<file path="config.mk">
export PLATFORM = sky130hd
export DESIGN_NAME = par_out_latch
export DESIGN_NICKNAME = d
export VERILOG_FILES = /design/src/rtl/pol_pkg.sv /design/src/rtl/pol_rst_sync.sv /design/src/rtl/pol_sync.sv /design/src/rtl/pol_strobe_ctrl.sv /design/src/rtl/pol_latch_pair.sv /design/src/rtl/par_out_latch.sv
export SDC_FILE = /design/constraint.sdc
export NUM_CORES = 1
export LEC_CHECK = 0
export BUFFER_PORTS_ARGS = -buffer_cell sky130_fd_sc_hd__buf_2
export CAP_MARGIN = 20
export CORE_UTILIZATION = 41
export CTS_CLUSTER_DIAMETER = 50
export DETAILED_ROUTE_END_ITERATION = 12
export SYNTH_ARGS = -nofsm -noshare
export SYNTH_HDL_FRONTEND = slang
export SYNTH_HIERARCHICAL = 1
export SYNTH_SLANG_ARGS = --single-unit
</file>
<file path="constraint.sdc">
create_clock -name clk -period 3.8 [get_ports clk]
set_input_delay 0.38 -clock clk [delete_from_list [all_inputs] [get_ports clk]]
set_output_delay 0.38 -clock clk [all_outputs]
set_load 0.05 [all_outputs]
</file>
<file path="src/rtl/pol_pkg.sv">
package pol_pkg;
  typedef enum logic {
    MODE_LATCHED = 1'b0,
    MODE_DIRECT  = 1'b1
  } pol_mode_e;
endpackage

</file>
<file path="src/rtl/pol_rst_sync.sv">
// Asynchronous assert, two-flop synchronous release.
module pol_rst_sync (
  input  logic clk,
  input  logic arst_n,
  output logic srst_n
);
  logic [1:0] stage_q;

  always_ff @(posedge clk or negedge arst_n) begin
    if (!arst_n) stage_q <= 2'b00;
    else         stage_q <= {stage_q[0], 1'b1};
  end

  assign srst_n = stage_q[1];
endmodule

</file>
<file path="src/rtl/pol_sync.sv">
// Two-flop synchroniser for a bus of independent bits.
module pol_sync #(
  parameter int        W       = 1,
  parameter logic      RST_VAL = 1'b0
) (
  input  logic         clk,
  input  logic         rst_n,
  input  logic [W-1:0] d,
  output logic [W-1:0] q
);
  logic [W-1:0] meta_q;
  logic [W-1:0] sync_q;

  always_ff @(posedge clk or negedge rst_n) begin
    if (!rst_n) begin
      meta_q <= {W{RST_VAL}};
      sync_q <= {W{RST_VAL}};
    end else begin
      meta_q <= d;
      sync_q <= meta_q;
    end
  end

  assign q = sync_q;
endmodule

</file>
<file path="src/rtl/pol_strobe_ctrl.sv">
// Edge detection on chip select and the dwell counter for transparent mode.
module pol_strobe_ctrl
  import pol_pkg::*;
#(
  parameter int DIRECT_CYC = 16
) (
  input  logic      clk,
  input  logic      clr_n,
  input  logic      s_cs_n,
  input  logic      s_wr_n,
  output logic      load_en,
  output logic      commit,
  output pol_mode_e mode
);
  localparam int            CW  = $clog2(DIRECT_CYC + 1);
  localparam logic [CW-1:0] LIM = CW'(DIRECT_CYC);

  logic          cs_prev_q, cs_prev_d;
  logic [CW-1:0] dwell_q, dwell_d;
  logic          both_low;

  assign both_low = !s_cs_n && !s_wr_n;

  always_comb begin
    cs_prev_d = s_cs_n;
    if (!both_low)          dwell_d = '0;
    else if (dwell_q < LIM) dwell_d = dwell_q + 1'b1;
    else                    dwell_d = dwell_q;
  end

  always_ff @(posedge clk or negedge clr_n) begin
    if (!clr_n) begin
      cs_prev_q <= 1'b1;
      dwell_q   <= '0;
    end else begin
      cs_prev_q <= cs_prev_d;
      dwell_q   <= dwell_d;
    end
  end

  assign load_en = both_low;
  assign commit  = s_cs_n && !cs_prev_q;
  assign mode    = (both_low && dwell_q == LIM) ? MODE_DIRECT : MODE_LATCHED;
endmodule

</file>
<file path="src/rtl/pol_latch_pair.sv">
// Staging register and output register, both cleared by clr_n.
module pol_latch_pair #(
  parameter int W = 8
) (
  input  logic         clk,
  input  logic         clr_n,
  input  logic         load_en,
  input  logic         commit,
  input  logic [W-1:0] din,
  output logic [W-1:0] in_lat,
  output logic [W-1:0] out_reg
);
  logic [W-1:0] stage_q, stage_d;
  logic [W-1:0] hold_q, hold_d;

  always_comb begin
    stage_d = load_en ? din : stage_q;
    hold_d  = commit ? stage_q : hold_q;
  end

  always_ff @(posedge clk or negedge clr_n) begin
    if (!clr_n) begin
      stage_q <= '0;
      hold_q  <= '0;
    end else begin
      stage_q <= stage_d;
      hold_q  <= hold_d;
    end
  end

  assign in_lat  = stage_q;
  assign out_reg = hold_q;
endmodule

</file>
<file path="src/rtl/par_out_latch.sv">
module par_out_latch
  import pol_pkg::*;
#(
  parameter int W          = 8,
  parameter int DIRECT_CYC = 16
) (
  input  logic         clk,
  input  logic         rst_n,
  input  logic         cs_n,
  input  logic         wr_n,
  input  logic [W-1:0] data,
  input  logic         dis_n,
  output logic [W-1:0] out_en
);
  logic         rs_n;
  logic         clr_n;
  logic         s_cs_n, s_wr_n;
  logic [W-1:0] s_data;
  logic         load_en, commit, direct;
  pol_mode_e    mode;
  logic [W-1:0] in_lat, out_reg;

  pol_rst_sync u_rst_sync (.clk(clk), .arst_n(rst_n), .srst_n(rs_n));
  pol_rst_sync u_clr_sync (.clk(clk), .arst_n(rst_n & dis_n), .srst_n(clr_n));

  pol_sync #(.W(2), .RST_VAL(1'b1)) u_strb_sync (
    .clk(clk), .rst_n(rs_n), .d({cs_n, wr_n}), .q({s_cs_n, s_wr_n})
  );

  pol_sync #(.W(W), .RST_VAL(1'b0)) u_data_sync (
    .clk(clk), .rst_n(rs_n), .d(data), .q(s_data)
  );

  pol_strobe_ctrl #(.DIRECT_CYC(DIRECT_CYC)) u_ctrl (
    .clk(clk), .clr_n(clr_n), .s_cs_n(s_cs_n), .s_wr_n(s_wr_n),
    .load_en(load_en), .commit(commit), .mode(mode)
  );

  pol_latch_pair #(.W(W)) u_regs (
    .clk(clk), .clr_n(clr_n), .load_en(load_en), .commit(commit),
    .din(s_data), .in_lat(in_lat), .out_reg(out_reg)
  );

  assign direct = (mode == MODE_DIRECT);

  for (genvar i = 0; i < W; i++) begin : g_chan
    assign out_en[i] = clr_n & (direct ? s_data[i] : out_reg[i]);
  end
endmodule

</file>
==> results of run 1 <==
-- stage by stage --
| step | utilization (%) | power [mW] | hold WS (ps) | instance area, sq um |
|---|---|---|---|---|
| after floorplan | - | 0.698 | 84.4 | 1740 |
| after CTS | 49.0 | 1.03 | 177 | 1970 |
| after detailed placement | 46.2 | 0.733 | 171 | 1860 |
| final | 49.0 | 1.01 | 189 | 1970 |
| after global placement | 46.2 | 0.728 | 169 | 1860 |
| after global routing | 49.0 | 1.07 | 170 | 1970 |
-- worst min path at each step --
stage	to	slack (ps)	cells after the start
after CTS	u_strb_sync/meta_q[0]	180	1
after floorplan	u_rst_sync/stage_q[0]	80	0
after global placement	u_rst_sync/stage_q[0]	170	1
final	u_strb_sync/meta_q[0]	190	1
after global routing	u_data_sync/meta_q[1]	170	1
after detailed placement	u_rst_sync/stage_q[1]	170	1
-- cells in the final DEF (no fill, tap or decap), types with 2 or more instances in the layout --
| cell type | instances |
|---|---|
| nor2b_1 | 10 |
| mux2_4 | 16 |
| conb_1 | 2 |
| dfrtp_1 | 41 |
| buf_2 | 20 |
| dfstp_2 | 5 |
| inv_1 | 2 |
| dlygate4sd3_1 | 2 |
| mux2i_1 | 9 |
| clkbuf_8 | 6 |
| xor2_1 | 2 |
| ha_1 | 2 |
| nor2_1 | 5 |
-- area by class of cell --
class | count | share of cell area [%]
flip-flops and latches | 46 | 58.7
clock inverters | 1 | 0.254
repair buffers | 23 | 6.47
clock buffers | 7 | 4.38
inverters | 3 | 0.571
well taps | 50 | 3.17
multi-input cells | 53 | 26.5
-- timing repair --
action	CTS	global route
setup buffers	0	0
gates resized for setup	0	0
hold endpoints to repair	4	0
hold buffers	2	0
-- kinds of logic after synthesis --
| group | share of synthesized area (%) |
|---|---|
| other | 0.432 |
| adders and majority gates | 1.44 |
| buffers and inverters | 3.24 |
| DFF | 66.6 |
| muxes | 19.0 |
| and+or+nand+nor | 7.35 |
| xor gates and xnor gates | 1.51 |
| AOI/OAI and AO/OA | 0.360 |
-- metal layers --
layer	GRT usage (%)	up-vias	part of all wire, %
met1	16.1	430	44
met2	20.8	16	51
met3	4.62	4	3.6
met4	7.18	0	1.5
li1	-	395	-
met5	0	-	0
-- report_power, final --
group | total (mW) | leakage (nW) | internal, mW | switching (mW)
Clock | 0.290 | 0.0482 | 0.147 | 0.144
Sequential | 0.568 | 0.544 | 0.539 | 0.0292
Combinational | 0.156 | 0.314 | 0.0735 | 0.0823
Total | 1.01 | 0.906 | 0.759 | 0.255
-- worst register-to-register path, delay by kind of cell, from the launching register on --
family	cells	cell delay [ps]
mux	1	360
flops	1	540
simple gates	1	840
==> results by group, run 1 <==
Hold path
  • Hold WC Path Type: in2reg
  • Hold_sp: wr_n

Synthesis
  • Area leader, netlist: dfrtp_1
  • Most frequent cell after synthesis: dfrtp_1
  • Number of synthesized flops with an enable pin: 0
  • Post-synthesis cell area: 1740 sq um
  • Avg Inst Size Synth: 16.4 sq um
  • Seq/Total Area, Yosys: 66.6%
  • Ys async rst share: 100%
  • Netlist cell types: 19
  • Most used DFF post-synth: dfrtp_1
  • Syn. warnings: 6
  • Commonest cells in the netlist: 41 x dfrtp_1, 16 x mux2_4, 10 x nor2b_1
  • Post-Syn Instances: 106
  • Area share of the largest cell type after synthesis: 59.1%
  • Post-synthesis register bit count: 46
  • Top post-synthesis cells by area: dfrtp_1 59%, mux2_4 14%, dfstp_2 7.6%
  • Net count after synthesis: 121

Place
  • Port Buf Inserts: 20
  • Pre-CTS setup slack: around 1400 ps
  • Cell count after placement: ~170
  • GP Congestion: around 0.81
  • DP HPWL: around 1600 um

Clock network
  • Clock root cell: clkbuf_8
  • Clock sinks: 46
  • Total CTS buffers: 5
  • CTS tree: built
  • Clock-pin slew on the worst setup and hold paths: 70 ps
  • Clock Latency Late Sink: approximately 290 ps
  • CTS max path bufs: 2
  • # H-tree levels: 2

STA
  • Slack of the critical path: 1180 ps
  • Period utilization: 68.8%
  • Slew @ Worst Pin: 1070 ps
  • Setup TNS Final: 0 ps
  • Clk_skew: 5.87 ps
  • Period minus WS final: between 2000 and 3000 ps
  • Final Hold Fails: 0
  • Max Clk Rate: 0.382 GHz
  • Final setup viols: 0
  • Slew Viols, Final: 0
  • RSZ-0062 raised after global routing: no
  • Rel. slew slack: 28.3%

Worst setup path
  • R2R depth: 2
  • Crit-path cells: or2_1 > nor4_4 > mux2i_1 > nor2b_1 > buf_2
  • Crit path max-delay family: simple AND/OR/NAND/NOR gates
  • Crit-path max FO: 8
  • Reg-to-reg critical path endpoint: u_regs/out_reg[3]
  • Register-to-register setup slack: 1950 ps
  • CP bufs+invs: 1
  • Startpoint types: flip-flop
  • CP max stage cell: nor4_4
  • Critical Path RT: 3420 ps
  • Worst EP arrival: 2240 ps
  • CP Depth: 5
  • Crit path capture: out_en[6]
  • Critical Path Sink Type: primary output
  • Worst setup startpoint: u_strb_sync/q[0]
  • Reg2reg start: u_strb_sync/q[1]
  • Path type of the worst setup path: reg2out
  • Largest stage delay on the critical path: 680 ps

Finish
  • Register Area: 1160 sq um
  • Final instance count without filler cells: 183
  • Filler cells: 368
  • Total Nets Final: around 150
  • Share of layout cells above drive strength 1: a little under two fifths
  • Area of the multi-input gates: between 500 and 600 sq um
  • Antenna Cells: 0
  • Area growth syn-to-layout: 13.6%

Flow run
  • Max-Cap Viols: 0

Global routing
  • First-pass GRT wire length: 4150 um
  • Initial antenna violation count: 0
  • Pin count of the biggest net entering global routing: 31
  • Gr ovfl total: 0
  • Vias in the first global route: 893
  • Tot GR Track Use: a little over an eighth

Pwr
  • Worst IR Drop VDD: 0.000271 V
  • Pwr per Cell Area: 514 nW/um^2
  • Leakage power total: approximately 0.91 nW

Drt
  • DR iter-0 viols: 19
  • Router iterations before antenna repair: 2
  • DRC viols: 0
  • Vias per inst: approximately 4.6
  • Via count: 845
  • Final ANT Viol Nets: 0
  • DR WL/cell: between 10 and 15 um
  • Post-Route WL: 2440 um

Floorplanning
  • Die area: around 4500 sq um
  • IO Pins: 21
  • Die Wd: 67.1 um
  • Starting density of the core: a little over two fifths
  • FP Rows: 23
  • Core area: 4030 sq um
  • Die height: 67.1 um

Outcome
  • Outcome: completed
(Power assumes the default switching activity.)
==> run 2: changes to the inputs <==
clock period = 2.6 ns   (was 3.8 ns; I/O delays follow)
==> results by group, run 2 (synthesis gave the netlist of run 1 again) <==
Floorplanning
  • IO Pins: 21 (unchanged)
  • Die Wd: 67.1 um (unchanged)
  • Core area: 4030 sq um (unchanged)
  • Starting density of the core: 43.1% (unchanged)
  • Die height: 67.1 um (unchanged)
  • FP Rows: 23 (unchanged)
  • Die area: 4500 sq um (unchanged)

STA
  • Period minus WS final: around 2300 ps
  • Max Clk Rate: 0.426 GHz
  • Period utilization: 90.4%
  • Slack of the critical path: 251 ps (-933 ps)
  • Clk_skew: 5.07 ps (-0.808 ps)
  • Slew @ Worst Pin: 833 ps (-241 ps)
  • Slew Viols, Final: 0 (unchanged)
  • Rel. slew slack: 44.5% (+16 points)
  • Final setup viols: 0 (unchanged)
  • Setup TNS Final: 0 ps (unchanged)
  • WHS: 69.2 ps (-120 ps)
  • RSZ-0062 raised after global routing: no
  • Final Hold Fails: 0 (unchanged)

Pwr
  • Switching share of total power: 25.9% (+0.73 points)
  • Register share of total power: 57.2% (+1.2 points)
  • Pwr per Cell Area: 736 nW/um^2 (+43%)
  • Clock share of power: 27.2% (-1.4 points)
  • Worst IR Drop VDD: 0.000377 V (+39%)
  • Internal power: 1.08 mW (+43%)
  • Sw power: 0.378 mW (+48%)
  • Leakage power total: 0.918 nW (+1.3%)
  • Comb power frac: 15.6% (+0.2 points)
  • Design Power: 1.46 mW (+44%)

Drt
  • DRC viols: 0 (unchanged)
  • Via count: 853 (+0.95%)
  • Final ANT Viol Nets: 0 (unchanged)
  • Router iterations before antenna repair: 4 (+2)
  • Vias per inst: 4.59 (-0.68%)
  • DR WL/cell: 14.1 um (+5.8%)
  • DR iter-0 viols: 33 (+14)
  • Post-Route WL: 2620 um (+7.5%)

Finish
  • Area growth syn-to-layout: 14.4%
  • Most common cell after layout, fill and taps aside: dfrtp_1
  • Share of layout cells above drive strength 1: 39.7% (+1.4 points)
  • Final instance count without filler cells: 186 (+1.6%)
  • Final Util: 49.3% (+0.34 points)
  • Final Cell Area: 1990 sq um (+0.70%)
  • Antenna Cells: 0 (unchanged)
  • Total Nets Final: 150 (+2.0%)
  • Most frequent cells in the layout: 41 x dfrtp_1, 20 x buf_2, 16 x mux2_4

Worst setup path
  • Worst setup startpoint: u_strb_sync/q[0]
  • Largest stage delay on the critical path: 410 ps (-270 ps)
  • Startpoint types: flip-flop
  • CP max stage cell: nor4_4
  • Critical Path Sink Type: primary output
  • CP Depth: 6 (+1)
  • Path type of the worst setup path: reg2out
  • R2R depth: 3 (+1)
  • Worst EP arrival: 2090 ps (-150 ps)
  • Reg-to-reg critical path endpoint: u_regs/in_lat[5]
  • Crit path capture: out_en[5]
  • Reg2reg start: u_strb_sync/q[1]
  • Crit-path max FO: 7 (-1)
  • Crit path max-delay family: simple AND/OR/NAND/NOR gates
  • Crit-path cells: or2_1 > nor4_4 > buf_4 > mux2i_1 > nor2b_1 > buf_2
  • Critical Path RT: 2340 ps (-1080 ps)
  • CP bufs+invs: 2 (+1)
  • Register-to-register setup slack: 1140 ps (-810 ps)

Global routing
  • First-pass GRT wire length: 4370 um (+5.3%)
  • Tot GR Track Use: 13.7% (+0.37 points)
  • Initial antenna violation count: 0 (unchanged)
  • Vias in the first global route: 950 (+6.4%)
  • Pin count of the biggest net entering global routing: 23 (-26%)
  • Gr ovfl total: 0 (unchanged)

Clock network
  • Clock Latency Late Sink: 280 ps (about the same)
  • CTS tree: built
  • Post-CTS Setup Inserts: 0 (unchanged)
  • Clock-pin slew on the worst setup and hold paths: 70 ps (about the same)
  • Clock sinks: 46 (unchanged)
  • # H-tree levels: 2 (unchanged)
  • CTS max path bufs: 2 (unchanged)
  • Total CTS buffers: 5 (unchanged)
  • Clock root cell: clkbuf_8

Place
  • Pre-CTS setup slack: 539 ps (-905 ps)
  • GP Congestion: 0.817 (+0.86%)
  • Area after DPL: 1880 sq um (+1.2%)
  • Cell count after placement: 176 (+1.7%)
  • Port Buf Inserts: 20 (unchanged)
  • DP HPWL: 1810 um (+12%)

Outcome
  • Outcome: completed

Hold path
  • Hold WC Path Type: in2reg
  • WHS Path Cells: 1 (unchanged)

Flow run
  • Max-Cap Viols: 0 (unchanged)
[run 2: changes by cell type in the layout (fill, tap and decap cells not counted)]
cell      delta
buf_4        +3
clkbuf_8     -1
clkinv_2     +1
[run 2: power groups by stage]
| stage | registers, mW | clock network (mW) | logic [mW] |
|---|---|---|---|
| global route | 0.848 | 0.445 | 0.243 |
| CTS | 0.837 | 0.416 | 0.229 |
| detailed placement | 0.850 | 0 | 0.226 |
| floorplan | 0.836 | 0 | 0.185 |
| finish | 0.836 | 0.398 | 0.227 |
| global placement | 0.847 | 0 | 0.221 |
[run 2: worst min path at each step]
| stage | to | slack, ps | start |
|---|---|---|---|
| 2_1_floorplan | u_rst_sync/stage_q[0] | -40 | rst_n |
| 4_1_cts | u_strb_sync/meta_q[0] | 50 | wr_n |
| 3_5_place_dp | u_rst_sync/stage_q[1] | 60 | rst_n |
| 6_report | u_strb_sync/meta_q[1] | 70 | cs_n |
| 3_3_place_gp | u_rst_sync/stage_q[0] | 50 | rst_n |
| 5_1_grt | u_strb_sync/meta_q[0] | 50 | wr_n |
[run 2: repair_timing]
action,CTS,global route
hold buffers,2,0
endpoints found under the setup margin,0,0
endpoints found under the hold margin,4,0
resized for setup,0,0
[run 2: layer usage]
metal / GRT usage [%] / vias to the layer above / wire length, um
met5: 0 / - / 0
met4: 6.12 / 0 / 31
met3: 4.79 / 5 / 116
met2: 22.8 / 16 / 1330
met1: 15.8 / 433 / 1140
li1: - / 399 / -
[run 2: final cells by class]
cell class | count | area, sq um
repair buffers | 26 | 150
inverters | 3 | 11.3
flip-flops and latches | 46 | 1160
well taps | 50 | 62.6
clock inverters | 2 | 10.0
multi-input cells | 53 | 523
fillers | 357 | 2040
clock buffers | 6 | 72.6
[run 2: worst reg2reg max path, delay by kind of cell, from the launching register on]
family | cells | cell delay (ps)
DFF | 1 | 540
muxes | 1 | 340
and+or+nand+nor | 1 | 270
buffers and inverters | 1 | 200
